$ cat src/rtl/mbus_pkg.sv
package mbus_pkg;
  typedef enum logic [2:0] {
    ST_IDLE,
    ST_T1,
    ST_T2,
    ST_T3,
    ST_T4,
    ST_HOLD
  } tstate_e;

  typedef struct packed {
    logic wr;
    logic io;
    logic fetch;
  } cyc_kind_t;
endpackage

$ cat src/rtl/mbus_fsm.sv
module mbus_fsm
  import mbus_pkg::*;
(
  input  logic    clk_i,
  input  logic    rst_ni,
  input  logic    req_i,
  input  logic    hold_i,
  input  logic    fetch_i,
  output tstate_e state_o,
  output logic    start_o
);
  tstate_e state_q, state_d;

  assign start_o = (state_q == ST_IDLE) && !hold_i && req_i;

  always_comb begin
    state_d = state_q;
    unique case (state_q)
      ST_IDLE: begin
        // hold checked only between cycles
        if (hold_i)     state_d = ST_HOLD;
        else if (req_i) state_d = ST_T1;
      end
      ST_T1:   state_d = ST_T2;
      ST_T2:   state_d = ST_T3;
      ST_T3:   state_d = fetch_i ? ST_T4 : ST_IDLE;
      ST_T4:   state_d = ST_IDLE;
      ST_HOLD: state_d = hold_i ? ST_HOLD : ST_IDLE;
      default: state_d = ST_IDLE;
    endcase
  end

  always_ff @(posedge clk_i or negedge rst_ni) begin
    if (!rst_ni) state_q <= ST_IDLE;
    else         state_q <= state_d;
  end

  assign state_o = state_q;
endmodule

$ cat src/rtl/mbus_cap.sv
module mbus_cap
  import mbus_pkg::*;
#(
  parameter int ADDR_W = 16,
  parameter int DATA_W = 8
) (
  input  logic              clk_i,
  input  logic              rst_ni,
  input  logic              start_i,
  input  logic              write_i,
  input  logic              io_i,
  input  logic              fetch_i,
  input  logic [ADDR_W-1:0] addr_i,
  input  logic [DATA_W-1:0] wdata_i,
  input  tstate_e           state_i,
  input  logic [DATA_W-1:0] ad_i,
  output cyc_kind_t         kind_o,
  output logic [ADDR_W-1:0] addr_o,
  output logic [DATA_W-1:0] wdata_o,
  output logic [DATA_W-1:0] rdata_o,
  output logic              done_o
);
  cyc_kind_t         kind_q;
  logic [ADDR_W-1:0] addr_q;
  logic [DATA_W-1:0] wdata_q, rdata_q;
  logic              done_q;
  logic              t3;

  assign t3 = (state_i == ST_T3);

  always_ff @(posedge clk_i or negedge rst_ni) begin
    if (!rst_ni) begin
      kind_q  <= '0;
      addr_q  <= '0;
      wdata_q <= '0;
    end else if (start_i) begin
      kind_q.wr    <= write_i & ~fetch_i;
      kind_q.io    <= io_i;
      kind_q.fetch <= fetch_i;
      addr_q       <= addr_i;
      wdata_q      <= wdata_i;
    end
  end

  always_ff @(posedge clk_i or negedge rst_ni) begin
    if (!rst_ni) begin
      rdata_q <= '0;
      done_q  <= 1'b0;
    end else begin
      done_q <= t3;
      if (t3 && !kind_q.wr) rdata_q <= ad_i;
    end
  end

  assign kind_o  = kind_q;
  assign addr_o  = addr_q;
  assign wdata_o = wdata_q;
  assign rdata_o = rdata_q;
  assign done_o  = done_q;
endmodule

$ cat src/rtl/mbus_drive.sv
module mbus_drive
  import mbus_pkg::*;
#(
  parameter int ADDR_W = 16,
  parameter int DATA_W = 8,
  localparam int HI_W = ADDR_W - DATA_W
) (
  input  tstate_e           state_i,
  input  cyc_kind_t         kind_i,
  input  logic [ADDR_W-1:0] addr_i,
  input  logic [DATA_W-1:0] wdata_i,
  output logic [HI_W-1:0]   addr_hi_o,
  output logic [DATA_W-1:0] ad_o,
  output logic              ad_oe_o,
  output logic              bus_oe_o,
  output logic              ale_o,
  output logic              rd_no,
  output logic              wr_no,
  output logic              io_m_o,
  output logic              hlda_o
);
  logic t1, t23;

  assign t1  = (state_i == ST_T1);
  assign t23 = (state_i == ST_T2) || (state_i == ST_T3);

  always_comb begin
    addr_hi_o = addr_i[ADDR_W-1:DATA_W];
    ad_o      = t1 ? addr_i[DATA_W-1:0] : wdata_i;
    ad_oe_o   = t1 || (kind_i.wr && t23);
    bus_oe_o  = (state_i != ST_HOLD);
    ale_o     = t1;
    rd_no     = !(!kind_i.wr && t23);
    // strobe ends one clock before the data is dropped
    wr_no     = !(kind_i.wr && state_i == ST_T2);
    io_m_o    = kind_i.io;
    hlda_o    = (state_i == ST_HOLD);
  end
endmodule

$ cat src/rtl/mbus_seq.sv
module mbus_seq
  import mbus_pkg::*;
#(
  parameter int ADDR_W = 16,
  parameter int DATA_W = 8,
  localparam int HI_W = ADDR_W - DATA_W
) (
  input  logic              clk_i,
  input  logic              rst_ni,
  input  logic              req_i,
  input  logic              req_write_i,
  input  logic              req_io_i,
  input  logic              req_fetch_i,
  input  logic [ADDR_W-1:0] req_addr_i,
  input  logic [DATA_W-1:0] req_wdata_i,
  output logic              done_o,
  output logic [DATA_W-1:0] rdata_o,
  output logic [HI_W-1:0]   addr_hi_o,
  output logic [DATA_W-1:0] ad_o,
  input  logic [DATA_W-1:0] ad_i,
  output logic              ad_oe_o,
  output logic              bus_oe_o,
  output logic              ale_o,
  output logic              rd_no,
  output logic              wr_no,
  output logic              io_m_o,
  input  logic              hold_i,
  output logic              hlda_o,
  output logic              reset_out_o
);
  tstate_e           state;
  logic              start;
  cyc_kind_t         kind;
  logic [ADDR_W-1:0] addr_q;
  logic [DATA_W-1:0] wdata_q;
  logic              rst_out_q;

  mbus_fsm u_fsm (
    .clk_i   (clk_i),
    .rst_ni  (rst_ni),
    .req_i   (req_i),
    .hold_i  (hold_i),
    .fetch_i (kind.fetch),
    .state_o (state),
    .start_o (start)
  );

  mbus_cap #(.ADDR_W(ADDR_W), .DATA_W(DATA_W)) u_cap (
    .clk_i   (clk_i),
    .rst_ni  (rst_ni),
    .start_i (start),
    .write_i (req_write_i),
    .io_i    (req_io_i),
    .fetch_i (req_fetch_i),
    .addr_i  (req_addr_i),
    .wdata_i (req_wdata_i),
    .state_i (state),
    .ad_i    (ad_i),
    .kind_o  (kind),
    .addr_o  (addr_q),
    .wdata_o (wdata_q),
    .rdata_o (rdata_o),
    .done_o  (done_o)
  );

  mbus_drive #(.ADDR_W(ADDR_W), .DATA_W(DATA_W)) u_drv (
    .state_i   (state),
    .kind_i    (kind),
    .addr_i    (addr_q),
    .wdata_i   (wdata_q),
    .addr_hi_o (addr_hi_o),
    .ad_o      (ad_o),
    .ad_oe_o   (ad_oe_o),
    .bus_oe_o  (bus_oe_o),
    .ale_o     (ale_o),
    .rd_no     (rd_no),
    .wr_no     (wr_no),
    .io_m_o    (io_m_o),
    .hlda_o    (hlda_o)
  );

  always_ff @(posedge clk_i or negedge rst_ni) begin
    if (!rst_ni) rst_out_q <= 1'b1;
    else         rst_out_q <= 1'b0;
  end

  assign reset_out_o = rst_out_q;
endmodule

$ cat config.mk
export PLATFORM = sky130hd
export DESIGN_NAME = mbus_seq
export DESIGN_NICKNAME = d
export VERILOG_FILES = /design/src/rtl/mbus_pkg.sv /design/src/rtl/mbus_fsm.sv /design/src/rtl/mbus_cap.sv /design/src/rtl/mbus_drive.sv /design/src/rtl/mbus_seq.sv
export SDC_FILE = /design/constraint.sdc
export NUM_CORES = 1
export LEC_CHECK = 0
export BUFFER_PORTS_ARGS = -buffer_cell sky130_fd_sc_hd__buf_2
export CELL_PAD_IN_SITES_DETAIL_PLACEMENT = 1
export CELL_PAD_IN_SITES_GLOBAL_PLACEMENT = 2
export CORE_UTILIZATION = 28
export CTS_BUF_LIST = sky130_fd_sc_hd__clkbuf_4 sky130_fd_sc_hd__clkbuf_8 sky130_fd_sc_hd__clkbuf_16
export CTS_CLUSTER_DIAMETER = 80
export DETAILED_ROUTE_END_ITERATION = 8
export MAX_ROUTING_LAYER = met4
export PLACE_DENSITY = 0.84
export SLEW_MARGIN = 20
export SYNTH_ARGS = -nofsm -noshare
export SYNTH_HDL_FRONTEND = slang
export SYNTH_HIERARCHICAL = 1
export SYNTH_SLANG_ARGS = --single-unit
$ cat constraint.sdc
create_clock -name clk_i -period 1.7 [get_ports clk_i]
set_input_delay 0.085 -clock clk_i [delete_from_list [all_inputs] [get_ports clk_i]]
set_output_delay 0.085 -clock clk_i [all_outputs]
set_load 0.05 [all_outputs]
Word level (Yosys, flattened, before mapping)
Cells that the tools add are included.
{ "word_totals": {"register_bits": 40, "inputBits": 39, "out_inout_bits": 33} }
{ "op_classes": {"eq_ne": 6, "mux": 6, "bitwise_logic": 2, "reduce_logical": 13} }
{ "ops": {"columns": ["op", "n"], "rows": [
  ["$pmux 3 s5", 1],
  ["$mux 3", 4],
  ["$mux 8", 1],
  ["$eq 3x2->1 const B", 2],
  ["$logic_and 1x1->1", 6],
  ["$ne 3x3->1 const B", 2],
  ["$logic_not 1->1", 4],
  ["$eq 3x1->1 const B", 1],
  ["$eq 3x3->1 const B", 1],
  ["$logic_not 3->1", 1],
  ["$logic_or 1x1->1", 2],
  ["$and 1x1->1", 1],
  ["$not 1->1", 1]
]} }

Depth between registers and ports, before layout
{ "logic_depth": {"depth_word": 4, "mapped_depth": 6} }

Hierarchy
The synthesis kept the hierarchy.
{ "modules_own_cells": {"columns": ["module", "instances", "cells_per_inst", "area_per_inst_um2"], "rows": [
  ["mbus_cap", 1, 80, 1387.6],
  ["mbus_drive", 1, 25, 256.5],
  ["mbus_fsm", 1, 14, 153.9],
  ["mbus_seq", 1, 2, 30.0]
]} }

Worst setup path before layout
No wires, ideal clock.
{ "synth_timing": {"kind": "register to register", "from": "reg u_fsm.state_q[2] (netlist: u_fsm/state_o[2])", "to": "reg u_cap.addr_q[0] (netlist: u_cap/addr_o[0])", "arrival_time_ps": 1727, "required_ps": 1575, "slack_ps": -152, "path_stages_with_launch": 6, "n_path_buf": 2, "synth_period_minus_slack_ps": 1852, "path_cell_list": "dfrtp_1 -> or2_1 -> nor4b_1 -> buf_6 -> buf_4 -> mux2_2"} }
{ "synth_between": {"elab_chain_len": 3} }
{ "synth_lines": {"columns": ["element", "line_no", "text"], "rows": [
  ["start, declared", "mbus_fsm.sv:12", "tstate_e state_q, state_d;"],
  ["start signal, assigned", "mbus_fsm.sv:35", "else state_q <= state_d;"],
  ["$logic_not 3->1", "mbus_fsm.sv:14", "assign start_o = (state_q == ST_IDLE) && !hold_i && req_i;"],
  ["$logic_and 1x1->1 (2 in a row)", "mbus_fsm.sv:14", null],
  ["net start", "mbus_seq.sv:32", "logic start;"],
  ["end signal, assigned", "mbus_cap.sv:40", "addr_q <= addr_i;"],
  ["end, declared", "mbus_cap.sv:24", "logic [ADDR_W-1:0] addr_q;"]
]} }
The timed path passes the listed nets, and every way through them passes these cells.
A chain may end at the register's enable or synchronous reset.

Final worst setup path
{ "layout_timing": {"from": "reg u_fsm.state_q[2] (netlist: u_fsm/state_o[2])", "to": "reg u_cap.addr_q[14] (netlist: u_cap/addr_o[14])"} }
The elaborated chain is that of the path after synthesis.

==> results.cfg <==
[worst_setup_path]
cp_top_family = simple AND/OR/NAND/NOR gates
path_cells = or2_1 > nor4b_4 > buf_4 > buf_6 > mux2_2
path_depth = 5
arrival_ns = 2.00
ff2ff_path_depth = 5
required_ns = 1.88
cp_num_buf_inv = 2
worstSetupStartpointType = flip-flop
crit_type = flip-flop to flip-flop
crit_path_end_kind = flip-flop
slowest_delay_ns = 0.42
crit_slowest_cell = dfrtp_2
path_max_fanout = 8

[drt]
dr.first_iter.drc_count = 10
dr.pass1.iters = 4
drc = 0
viasPerCell = 4.45
wl_per_cell_um = 13.9
drt_wl_total_um = 3880
vias = 1245
postRouteAntennaNets = 0

[placed_design]
gp_congestion = 0.721
post_dp_cell_area_sq_um = 2270
dp_hpwl_um = 2650
portBuffers = 71

[logic_synthesis]
synth_compound_area_share_pct = 1.10
synthMuxAreaShare_pct = 29.7
synth_nets = 160
mappedNetlistArea_sq_um = 1830
avgSynthCellArea_sq_um = 15.1
yosys.area_share.simple_pct = 6.91
synth-xor-area-share_pct = 0.479
synth.distinct_cells = 24
synth_cells = 121
synth_top_family_by_area = multiplexers
seq_area_frac_synth_pct = 54.8
synth_seq_cells = 40
ys_warn_count = 6
synth_fa_ha_area_share_pct = 0

[clock_network]
insertion_delay_ns = 0.30
root_buffer = clkbuf_8
clk_pin_slew_ns = 0.09
cts_buffers = 5
cts_tree = yes
htreeDepth = 2
clock_path_buffers = 2
cts.sinks = 40

[timing]
post-route-min-period_ns = 1.81
max_freq_mhz = 552
final_hold_viol_count = 0
final.period_utilization_pct = 107
setup_violations = 28
skew_ns = 0.00732
layout_setup_ws_ns = -0.112
rsz0062_at_grt = true
slew_viol_final = 0

[die]
io_pins = 72
start_util_pct = 29.0
dieArea_sq_um = 6860
dieWidth_um = 82.8
fp.dieH_um = 82.8
core_sq_um = 6310
row_count = 29

[outcome]
status = finished, violations left
violations = setup timing

[final_layout]
drive_above_1_share_pct = 70.9
nNetsFinal = 241
area_growth_pct = 41.5
antenna_cells = 0
layout_commonest_cell = buf_2
nFillCells = 701
fin_area_sq_um = 2590
final_cell_mix = buf_2, dfrtp_1, mux2_2, mux2_4, buf_6

[global_route]
grt_first_pass_wirelength_um = 6410
grtUsageMet3_pct = 3.38
grt.busiest_layer = met2
antenna_found_initial = 0
use_met2_pct = 19.2
met1_usage_pct = 14.6
first_global_vias = 1360
track_usage_pct = 12.1
grt_max_degree = 22
overflow = 0

[min_path]
min_path_type = input port to flip-flop
worstHoldPathCells = 2

[run]
cap_violations = 0
-- final timing paths --
| check | startpoint | end | slack, ns |
|---|---|---|---|
| min in group asynchronous | rst_ni | u_cap/wdata_o[2] | 0.27 |
| worst max-delay path | u_fsm/state_o[2] | u_cap/addr_o[14] | -0.11 |
| worst min-delay path | req_addr_i[8] | u_cap/addr_o[8] | 0.01 |
| worst max register to register | u_fsm/state_o[2] | u_cap/addr_o[14] | -0.11 |
| worst min register to register | u_cap/rdata_o[4] | u_cap/rdata_o[4] | 0.51 |
| max in group asynchronous | rst_ni | u_fsm/state_o[1] | 0.83 |
-- what timing repair did --
item | CTS | global route
setup endpoints to repair | 9 | 34
buffers inserted | 3 | 3
hold buffers | 1 | 0
endpoints found under the hold margin | 18 | 0
gates resized for setup | 26 | 11
pin swaps | 1 | 1
gates cloned | 1 | 2
-- cells by family (layout without fill, tap and decap cells) --
| family | after synthesis | count (layout) |
|---|---|---|
| multiplexers | 43 | 43 |
| other | 1 | 1 |
| AND/OR/NAND/NOR | 17 | 17 |
| XOR/XNOR | 1 | 1 |
| AO/OA/AOI/OAI | 3 | 3 |
| buffers and inverters | 16 | 98 |
| flip-flops | 40 | 40 |
-- stage by stage --
stage               setup slack, ns  hold slack (ns)  setup TNS, ns  util [%]  std cells
finish                       -0.112           0.0113          -1.92      41.0        280
global route                 -0.187           0.0105          -4.22      41.0        280
CTS                          -0.151          0.00535          -1.07      40.7        277
detailed placement           0.0310           0.0743              0      36.0        264
global placement             0.0794           0.0678              0      36.0        264
floorplan                   0.00549           -0.211              0         -        121
-- worst register-to-register path, delay by kind of cell, from the launching register on --
| kind | cells | cell delay (ns) |
|---|---|---|
| buf+inv | 2 | 0.32 |
| flops | 1 | 0.42 |
| mux | 1 | 0.33 |
| simple gates | 2 | 0.65 |
-- flip-flops by register name (all words and copies together) (netlist names) --
| signal | cells |
|---|---|
| u_cap/addr_o | 16 |
| u_cap/rdata_o | 8 |
| u_cap/wdata_o | 8 |
| u_cap/kind_o | 3 |
| u_fsm/state_o | 3 |
| reset_out_o | 1 |
| u_cap/done_o | 1 |
-- synth_stat cells (all sizes together) --
cell / number / area (sq um)
o21ai: 1 / 5.00
nand4b: 1 / 8.76
nand3: 1 / 5.00
mux2i: 1 / 10.0
dfstp: 1 / 26.3
nor3b: 1 / 12.5
buf: 14 / 116
mux2: 42 / 533
inv: 2 / 7.51
dfrtp: 39 / 976
nor2: 4 / 15.0
xnor2: 1 / 8.76
nand4bb: 1 / 11.3
nor4b: 1 / 8.76
o211ai: 2 / 15.0
or3b: 2 / 17.5
nand3b: 2 / 15.0
and4bb: 1 / 12.5
or4b: 1 / 10.0
conb: 1 / 3.75
nand2: 1 / 3.75
or2: 1 / 6.26
-- area by class of cell --
class                      instances  area, sq um  area share [%]
sequential                        40         1000            38.8
multi-input combinational         65          726            28.0
timing repair buffer              88          594            23.0
tap                               77         96.3            3.72
clock inverter                     3         90.1            3.48
clock buffer                       5         68.8            2.66
inverter                           2         7.51           0.290
-- metal layers --
| layer | vias up | wire, um | share of wire [%] |
|---|---|---|---|
| li1 | 575 | - | - |
| met1 | 614 | 1670 | 43 |
| met2 | 48 | 1930 | 50 |
| met3 | 8 | 229 | 5.9 |
| met4 | 0 | 51 | 1.3 |
| met5 | - | 0 | 0 |
Power is left out: the tool's default activity adds up to more than one toggle a clock period on the data nets, which glitch-free logic cannot reach.
